**config.mk**
```make
export PLATFORM = sky130hd
export DESIGN_NAME = axil_typed_regs
export DESIGN_NICKNAME = d
export VERILOG_FILES = /design/src/rtl/typed_regs_pkg.sv /design/src/rtl/typed_regs_wr_chan.sv /design/src/rtl/typed_regs_rd_chan.sv /design/src/rtl/typed_regs_pkt_counter.sv /design/src/rtl/axil_typed_regs.sv
export SDC_FILE = /design/constraint.sdc
export NUM_CORES = 1
export LEC_CHECK = 0
export ABC_AREA = 1
export BUFFER_PORTS_ARGS = -buffer_cell sky130_fd_sc_hd__buf_4
export CAP_MARGIN = 15
export CORE_ASPECT_RATIO = 1.4
export CORE_MARGIN = 4
export CORE_UTILIZATION = 51
export DETAILED_ROUTE_END_ITERATION = 7
export GPL_TIMING_DRIVEN = 0
export PLACE_DENSITY = 0.76
export SYNTH_ARGS = -nofsm -noshare
export SYNTH_HDL_FRONTEND = slang
export SYNTH_SLANG_ARGS = --single-unit
```
**constraint.sdc**
```tcl
create_clock -name aclk -period 1.6 [get_ports aclk]
set_clock_uncertainty 0.15 [all_clocks]
set_input_delay 0.08 -clock aclk [delete_from_list [all_inputs] [get_ports aclk]]
set_output_delay 0.08 -clock aclk [all_outputs]
set_load 0.02 [all_outputs]
```
**src/rtl/typed_regs_pkg.sv**
```systemverilog
package typed_regs_pkg;
   localparam int unsigned WORD_W   = 32;
   localparam int unsigned LANES    = WORD_W / 8;
   localparam int unsigned NUM_REGS = 7;

   localparam int unsigned REG_IDENT  = 0;
   localparam int unsigned REG_REV    = 1;
   localparam int unsigned REG_INVERT = 2;
   localparam int unsigned REG_RXCNT  = 3;
   localparam int unsigned REG_TXCNT  = 4;
   localparam int unsigned REG_SCRAT  = 5;
   localparam int unsigned REG_NETORD = 6;

   typedef enum logic [1:0] {
      RESP_OKAY   = 2'b00,
      RESP_SLVERR = 2'b10
   } resp_t;
endpackage

```
**src/rtl/typed_regs_wr_chan.sv**
```systemverilog
module typed_regs_wr_chan
   import typed_regs_pkg::*;
#(
   parameter int unsigned ADDR_W = 8
) (
   input  logic                clk,
   input  logic                rst_n,
   input  logic [ADDR_W-1:0]   awaddr,
   input  logic                awvalid,
   output logic                awready,
   input  logic [WORD_W-1:0]   wdata,
   input  logic [LANES-1:0]    wstrb,
   input  logic                wvalid,
   output logic                wready,
   output logic                bvalid,
   output logic [1:0]          bresp,
   input  logic                bready,
   output logic                commit,
   output logic [ADDR_W-1:0]   cm_addr,
   output logic [WORD_W-1:0]   cm_data,
   output logic [LANES-1:0]    cm_strb,
   input  logic                cm_hit
);
   logic aw_full, w_full;

   assign awready = !aw_full;
   assign wready  = !w_full;
   assign commit  = aw_full && w_full && !bvalid;

   always_ff @(posedge clk) begin
      if (!rst_n) begin
         aw_full <= 1'b0;
         w_full  <= 1'b0;
         cm_addr <= '0;
         cm_data <= '0;
         cm_strb <= '0;
         bvalid  <= 1'b0;
         bresp   <= RESP_OKAY;
      end else begin
         if (awvalid && awready) begin
            aw_full <= 1'b1;
            cm_addr <= awaddr;
         end
         if (wvalid && wready) begin
            w_full  <= 1'b1;
            cm_data <= wdata;
            cm_strb <= wstrb;
         end
         if (commit) begin
            aw_full <= 1'b0;
            w_full  <= 1'b0;
            bvalid  <= 1'b1;
            bresp   <= cm_hit ? RESP_OKAY : RESP_SLVERR;
         end else if (bvalid && bready) begin
            bvalid  <= 1'b0;
         end
      end
   end
endmodule

```
**src/rtl/typed_regs_rd_chan.sv**
```systemverilog
module typed_regs_rd_chan
   import typed_regs_pkg::*;
(
   input  logic               clk,
   input  logic               rst_n,
   input  logic               arvalid,
   output logic               arready,
   output logic               take,
   input  logic [WORD_W-1:0]  lookup_data,
   input  logic               lookup_hit,
   output logic               rvalid,
   output logic [WORD_W-1:0]  rdata,
   output logic [1:0]         rresp,
   input  logic               rready
);
   assign arready = !rvalid;
   assign take    = arvalid && arready;

   always_ff @(posedge clk) begin
      if (!rst_n) begin
         rvalid <= 1'b0;
         rdata  <= '0;
         rresp  <= RESP_OKAY;
      end else if (take) begin
         rvalid <= 1'b1;
         rdata  <= lookup_hit ? lookup_data : '0;
         rresp  <= lookup_hit ? RESP_OKAY : RESP_SLVERR;
      end else if (rvalid && rready) begin
         rvalid <= 1'b0;
      end
   end
endmodule

```
**src/rtl/typed_regs_pkt_counter.sv**
```systemverilog
module typed_regs_pkt_counter
   import typed_regs_pkg::*;
#(
   parameter int unsigned COUNT_W = 31
) (
   input  logic               clk,
   input  logic               rst_n,
   input  logic               inc,
   input  logic               clr,
   output logic [WORD_W-1:0]  value
);
   localparam int unsigned PAD_W = WORD_W - 1 - COUNT_W;

   if (COUNT_W < 1 || COUNT_W > WORD_W - 1) begin : g_bad_width
      $error("typed_regs_pkt_counter: COUNT_W out of range");
   end

   logic [COUNT_W-1:0] count_q;
   logic               ovf_q;
   logic               carry;
   logic [COUNT_W-1:0] count_nx;

   assign {carry, count_nx} = {1'b0, count_q} + {{COUNT_W{1'b0}}, 1'b1};

   always_ff @(posedge clk) begin
      if (!rst_n || clr) begin
         count_q <= '0;
         ovf_q   <= 1'b0;
      end else if (inc) begin
         count_q <= count_nx;
         ovf_q   <= ovf_q | carry;
      end
   end

   if (PAD_W > 0) begin : g_pad
      assign value = {ovf_q, {PAD_W{1'b0}}, count_q};
   end else begin : g_nopad
      assign value = {ovf_q, count_q};
   end
endmodule

```
**src/rtl/axil_typed_regs.sv**
```systemverilog
module axil_typed_regs
   import typed_regs_pkg::*;
#(
   parameter int unsigned ADDR_W    = 8,
   parameter int unsigned COUNT_W   = 31,
   parameter logic [31:0] IDENT_VAL = 32'h0000_DA03,
   parameter logic [31:0] REV_VAL   = 32'h0000_0001
) (
   input  logic                aclk,
   input  logic                aresetn,
   input  logic [ADDR_W-1:0]   s_awaddr,
   input  logic                s_awvalid,
   output logic                s_awready,
   input  logic [31:0]         s_wdata,
   input  logic [3:0]          s_wstrb,
   input  logic                s_wvalid,
   output logic                s_wready,
   output logic [1:0]          s_bresp,
   output logic                s_bvalid,
   input  logic                s_bready,
   input  logic [ADDR_W-1:0]   s_araddr,
   input  logic                s_arvalid,
   output logic                s_arready,
   output logic [31:0]         s_rdata,
   output logic [1:0]          s_rresp,
   output logic                s_rvalid,
   input  logic                s_rready,
   input  logic                pkt_rx_pulse,
   input  logic                pkt_tx_pulse,
   input  logic                hw_scratch_we,
   input  logic [31:0]         hw_scratch_wdata,
   output logic [31:0]         hw_scratch,
   output logic [31:0]         hw_netorder
);
   localparam int unsigned IDX_W = ADDR_W - 2;
   localparam int unsigned N_CNT = 2;

   if (ADDR_W < 5) begin : g_bad_addr
      $error("axil_typed_regs: ADDR_W too small for the map");
   end
   if (WORD_W != 32) begin : g_bad_word
      $error("axil_typed_regs: word width must be 32");
   end

   // ---------------- write path ----------------
   logic               wr_commit, wr_hit;
   logic [ADDR_W-1:0]  wr_addr;
   logic [WORD_W-1:0]  wr_data;
   logic [LANES-1:0]   wr_strb;
   logic [IDX_W-1:0]   wr_word;

   typed_regs_wr_chan #(.ADDR_W(ADDR_W)) u_wr (
      .clk(aclk), .rst_n(aresetn),
      .awaddr(s_awaddr), .awvalid(s_awvalid), .awready(s_awready),
      .wdata(s_wdata), .wstrb(s_wstrb), .wvalid(s_wvalid), .wready(s_wready),
      .bvalid(s_bvalid), .bresp(s_bresp), .bready(s_bready),
      .commit(wr_commit), .cm_addr(wr_addr), .cm_data(wr_data),
      .cm_strb(wr_strb), .cm_hit(wr_hit)
   );

   assign wr_word = wr_addr[ADDR_W-1:2];
   assign wr_hit  = (wr_addr[1:0] == 2'b00) && (wr_word < IDX_W'(NUM_REGS));

   logic sw_inv, sw_scr, sw_net;
   assign sw_inv = wr_commit && wr_hit && (wr_word == IDX_W'(REG_INVERT));
   assign sw_scr = wr_commit && wr_hit && (wr_word == IDX_W'(REG_SCRAT));
   assign sw_net = wr_commit && wr_hit && (wr_word == IDX_W'(REG_NETORD));

   logic [WORD_W-1:0] inv_q, scr_q, net_q;

   for (genvar b = 0; b < LANES; b++) begin : g_lane
      localparam int unsigned SWAP = LANES - 1 - b;
      always_ff @(posedge aclk) begin
         if (!aresetn) begin
            inv_q[8*b +: 8]    <= '0;
            scr_q[8*b +: 8]    <= '0;
            net_q[8*SWAP +: 8] <= '0;
         end else begin
            if (sw_inv && wr_strb[b])
               inv_q[8*b +: 8] <= wr_data[8*b +: 8];
            if (hw_scratch_we)
               scr_q[8*b +: 8] <= hw_scratch_wdata[8*b +: 8];
            else if (sw_scr && wr_strb[b])
               scr_q[8*b +: 8] <= wr_data[8*b +: 8];
            if (sw_net && wr_strb[b])
               net_q[8*SWAP +: 8] <= wr_data[8*b +: 8];
         end
      end
   end

   assign hw_scratch  = scr_q;
   assign hw_netorder = net_q;

   // ---------------- read path ----------------
   logic               rd_take, rd_hit;
   logic [IDX_W-1:0]   rd_word;
   logic [WORD_W-1:0]  rd_mux, net_view;

   assign rd_word = s_araddr[ADDR_W-1:2];
   assign rd_hit  = (s_araddr[1:0] == 2'b00) && (rd_word < IDX_W'(NUM_REGS));

   for (genvar b = 0; b < LANES; b++) begin : g_unswap
      assign net_view[8*b +: 8] = net_q[8*(LANES-1-b) +: 8];
   end

   // ---------------- packet counters ----------------
   logic [N_CNT-1:0]  cnt_inc, cnt_clr;
   logic [WORD_W-1:0] cnt_val [N_CNT];

   assign cnt_inc = {pkt_tx_pulse, pkt_rx_pulse};

   for (genvar g = 0; g < N_CNT; g++) begin : g_cnt
      localparam int unsigned MY_REG = (g == 0) ? REG_RXCNT : REG_TXCNT;
      assign cnt_clr[g] = rd_take && rd_hit && (rd_word == IDX_W'(MY_REG));
      typed_regs_pkt_counter #(.COUNT_W(COUNT_W)) u_cnt (
         .clk(aclk), .rst_n(aresetn),
         .inc(cnt_inc[g]), .clr(cnt_clr[g]), .value(cnt_val[g])
      );
   end

   always_comb begin
      rd_mux = '0;
      case (rd_word)
         IDX_W'(REG_IDENT):  rd_mux = IDENT_VAL;
         IDX_W'(REG_REV):    rd_mux = REV_VAL;
         IDX_W'(REG_INVERT): rd_mux = ~inv_q;
         IDX_W'(REG_RXCNT):  rd_mux = cnt_val[0];
         IDX_W'(REG_TXCNT):  rd_mux = cnt_val[1];
         IDX_W'(REG_SCRAT):  rd_mux = scr_q;
         IDX_W'(REG_NETORD): rd_mux = net_view;
         default:            rd_mux = '0;
      endcase
   end

   typed_regs_rd_chan u_rd (
      .clk(aclk), .rst_n(aresetn),
      .arvalid(s_arvalid), .arready(s_arready), .take(rd_take),
      .lookup_data(rd_mux), .lookup_hit(rd_hit),
      .rvalid(s_rvalid), .rdata(s_rdata), .rresp(s_rresp), .rready(s_rready)
   );
endmodule

```
==> summary.md <==
| Metric | Value |
|---|---|
| CTS clock-pin slew for the worst setup and hold paths | `0.07 ns` |
| Max Clk Rate | `0.571 GHz` |
| RR Startpoint | `u_wr.cm_addr[7]` |
| Gr usage total | `0.346` |
| H-tree levels | `1` |
| Violated checks | `negative setup slack` |
| RSZ-0062 raised after global routing | `true` |
| Worst-Skew Late Latency | `0.54 ns` |
| Routed length per instance | `19.6 um` |
| HPWL after DPL | `33,600 um` |
| DP Area | `0.0140 sq mm` |
| Detail-routed via count per cell | `5.54` |
| Total Routed Length | `50,200 um` |
| Ys async rst share | `0` |
| Number of remaining DRC errors | `0` |
| # port buffers | `194` |
| RePlAce Congestion | `0.990` |
| Post-synth EDFFs | `0` |
| Synth Cell Area | `0.0121 sq mm` |
| CP startpoint | `u_wr.cm_addr[7]` |
| Fraction of layout cells with a size suffix above 1 | `0.322` |
| Max-slew headroom | `0.381` |
| WP data required | `1.93 ns` |
| Leak pwr | `7.96 nW` |
| CTS Buffer Depth | `3` |
| Initial DRC Count | `1,629` |
| Synth Register Bits | `242` |
| Worst Slack Setup Final | `-0.152 ns` |
| YS warnings | `0` |
| CTS tree | `yes` |
| Cell area after layout | `0.0179 sq mm` |
| Status | `finished with violations` |
| Final Setup Violations | `139` |
| Clock root cell | `clkbuf_16` |
| Fillers | `1,662` |
| Count of final hold-check violations | `0` |
| Initial Utilization | `0.519` |
| Nets | `2,329` |
| Buffers plus inverters on the worst setup path | `2` |
| Grt total ovfl | `0` |
| Reg2reg setup slack | `-0.15 ns` |
| Antenna viol nets, final | `0` |
| Antenna violations before repair | `1` |
| Crit. End Element | `register` |
| Max-Cap Viols | `0` |
| Syn avg cell area | `6.53 sq um` |
| Final Hold Slack | `0.0450 ns` |
| Post-synth cell types | `39` |
| Util after Layout | `0.767` |
| Critical path arrival | `2.08 ns` |
| First-pass GRT wire length | `73,200 um` |
| Crit path to | `hw_netorder[23]` |
| Final Max Tran Viols | `0` |
| FP Rows | `66` |
| Dominant synthesized flop cell | `dfxtp_1` |
| Worst r2r dst | `hw_netorder[23]` |
| Hold crit path type | `in2reg` |
| Post-synthesis sequential area ratio | `0.401` |
| Number of buffers created by CTS | `25` |
| Die area | `0.0263 sq mm` |
| CP Launch Type | `register` |
| Maximum vdd ir drop | `931 uV` |
| Synth-to-Final Area Change | `47.7%` |
| Crit path largest cell delay | `0.34 ns` |
| Final Cycle Share | `1.10` |
| CP top delay family | `simple AND/OR/NAND/NOR gates` |
| Peak fanout along the critical path | `7` |
| Largest net degree at the start of global routing | `15` |
| CTS Sinks | `242` |
| I/O Pins | `199` |
| DR pass1 iterations | `6` |
| Via count | `14,184` |
| Pwr per Cell Area | `808 mW/mm^2` |
| CP Depth | `9` |
| CP max stage cell | `dfxtp_2` |
| Die width | `138 um` |
| Minimum clock period | `1.75 ns` |
| Post-Syn Instances | `1,851` |
| R2R depth | `9` |
| Die Y | `190 um` |
| Setup Crit Path Kind | `reg2reg` |
| Worst-Margin Slew | `0.929 ns` |
| Crit path cell chain | `nor2_4, nand4_4, nor2_8, buf_12, nand4_4, buf_6, nand2_2, nand2_2, nor2_2` |
| Number of global-route vias before repair | `13,706` |
| Total core area | `0.0233 sq mm` |
==> worst register-to-register path, stage by stage, from the launching register on <==
cell,delay (ns)
dfxtp_2,0.34
nor2_4,0.19
nand4_4,0.13
nor2_8,0.13
buf_12,0.16
nand4_4,0.17
buf_6,0.17
nand2_2,0.06
nand2_2,0.07
nor2_2,0.13
==> worst min path at each step <==
stage / slack, ns / end / cells past startpoint / start
4_1_cts: 0.02 / u_rd.rdata[12] / 8 / s_araddr[5]
5_1_grt: 0.05 / g_cnt[0].u_cnt.count_q[22] / 5 / aresetn
3_5_place_dp: 0.16 / u_wr.cm_addr[2] / 3 / s_awaddr[2]
6_report: 0.05 / g_cnt[0].u_cnt.count_q[22] / 5 / aresetn
2_1_floorplan: 0.06 / u_wr.cm_addr[2] / 2 / s_awaddr[2]
3_3_place_gp: 0.16 / u_wr.cm_addr[2] / 3 / s_awaddr[2]
==> cell usage after synthesis, types with 2 or more instances <==
cell | n | area (sq um)
buf_4 | 10 | 75.1
nand4_4 | 4 | 85.1
dfxtp_1 | 242 | 4840
nor2_4 | 6 | 67.6
nand3_4 | 3 | 52.6
inv_2 | 12 | 45.0
nor3_1 | 16 | 80.1
nor2_1 | 275 | 1030
nor3_2 | 2 | 20.0
xnor2_1 | 15 | 131
o21ai_2 | 2 | 17.5
nand4_1 | 23 | 144
buf_2 | 20 | 100
nand2_4 | 3 | 33.8
ha_1 | 2 | 25.0
clkinv_1 | 2 | 7.51
nor2_8 | 5 | 100
xor2_1 | 8 | 70.1
a21oi_1 | 120 | 601
o21ai_0 | 99 | 495
nor2_2 | 12 | 75.1
o21ai_1 | 17 | 85.1
buf_1 | 5 | 18.8
nor4_1 | 2 | 12.5
or2_2 | 5 | 31.3
nand2_1 | 505 | 1900
nor3b_1 | 7 | 52.6
nand2_2 | 7 | 43.8
clkbuf_1 | 35 | 131
inv_4 | 4 | 25.0
buf_6 | 4 | 45.0
nand3_1 | 148 | 741
nand3b_1 | 2 | 15.0
inv_1 | 224 | 841
==> where the power goes <==
part | switching, mW | total [mW] | internal, mW
combinational | 1.06 | 1.79 | 0.733
clock | 2.63 | 6.29 | 3.65
sequential | 0.181 | 6.35 | 6.17
total | 3.87 | 14.4 | 10.6
==> cell usage in the layout, fill, tap and decap left out, types with 6 or more instances in the layout <==
master and n:
nand2_1 414, buf_4 235, inv_1 201, dfxtp_1 196, nor2_1 195, nand3_1 119
a21oi_1 105, dlygate4sd3_1 89, o21ai_0 84, nand2_2 82, nor2_2 56, nor2_4 46
buf_6 29, clkbuf_1 29, o21ai_1 29, clkbuf_16 29, inv_2 27, nand3_2 26
dfxtp_2 25, nand4_1 23, dfxtp_4 21, nand2_4 19, buf_2 17, a21oi_2 15
xnor2_1 12, nor3_1 9, nand3_4 7, nor3_4 6, xor2_1 6, clkinvlp_4 6
clkinv_2 6
==> routing by layer <==
metal / up-vias / share of wire / GRT usage / wire, um
met5: - / 0 / 0 / 0
met4: 0 / 0.082 / 0.221 / 4100
met3: 278 / 0.073 / 0.0528 / 3660
met2: 819 / 0.50 / 0.628 / 25000
met1: 6508 / 0.35 / 0.375 / 17400
li1: 6579 / - / - / -
==> cell families (layout without fill, tap and decap cells) <==
family,Yosys count,in the layout,share of synthesized area
DFF,242,242,0.401
xor gates and xnor gates,23,23,0.0167
and+or+nand+nor,1027,1035,0.373
adders and majority gates,2,2,0.00207
other,1,3,0.000310
AOI/OAI and AO/OA,240,240,0.101
buffers and inverters,316,707,0.107
==> repair_timing <==
item,4_1_cts,5_1_grt
endpoints found under the hold margin,128,0
pin swaps,43,79
cloned,11,6
setup buffers,31,24
endpoints found under the setup margin,203,206
hold buffers,89,0
gates resized for setup,201,284
==> registers in the layout, summed over array words and instances (netlist names) <==
register,count
inv_q,32
u_rd.rresp,1
u_rd.rdata,32
u_wr.cm_strb,4
u_rd.rvalid,1
g_cnt.u_cnt.ovf_q,2
u_wr.aw_full,1
u_wr.w_full,1
u_wr.bvalid,1
u_wr.cm_addr,8
hw_netorder,32
u_wr.cm_data,32
u_wr.bresp,1
hw_scratch,32
g_cnt.u_cnt.count_q,62
==> per-stage QoR <==
| step | TNS (ns) | instances | worst slack (ns) | total power, mW |
|---|---|---|---|---|
| 3_5_place_dp | -39.02 | 2352 | -0.373 | 7.73 |
| 6_report | -8.27 | 2558 | -0.152 | 14.4 |
| 2_1_floorplan | 0 | 1852 | 0.00342 | 7.14 |
| 5_1_grt | -21.12 | 2558 | -0.244 | 14.8 |
| 3_3_place_gp | -35.41 | 2352 | -0.364 | 7.71 |
| 4_1_cts | -5.18 | 2528 | -0.105 | 14.1 |
==> cell type report <==
type | count | area (sq um) | area share
clock buffers | 29 | 671 | 0.0376
diodes | 1 | 2.50 | 0.000140
inverters | 242 | 978 | 0.0548
plain buffers | 73 | 447 | 0.0250
repair buffers | 347 | 3030 | 0.170
flip-flops and latches | 242 | 4950 | 0.278
clock inverters | 16 | 196 | 0.0110
well taps | 306 | 383 | 0.0214
multi-input cells | 1302 | 7190 | 0.403
(Power assumes the default switching activity.)
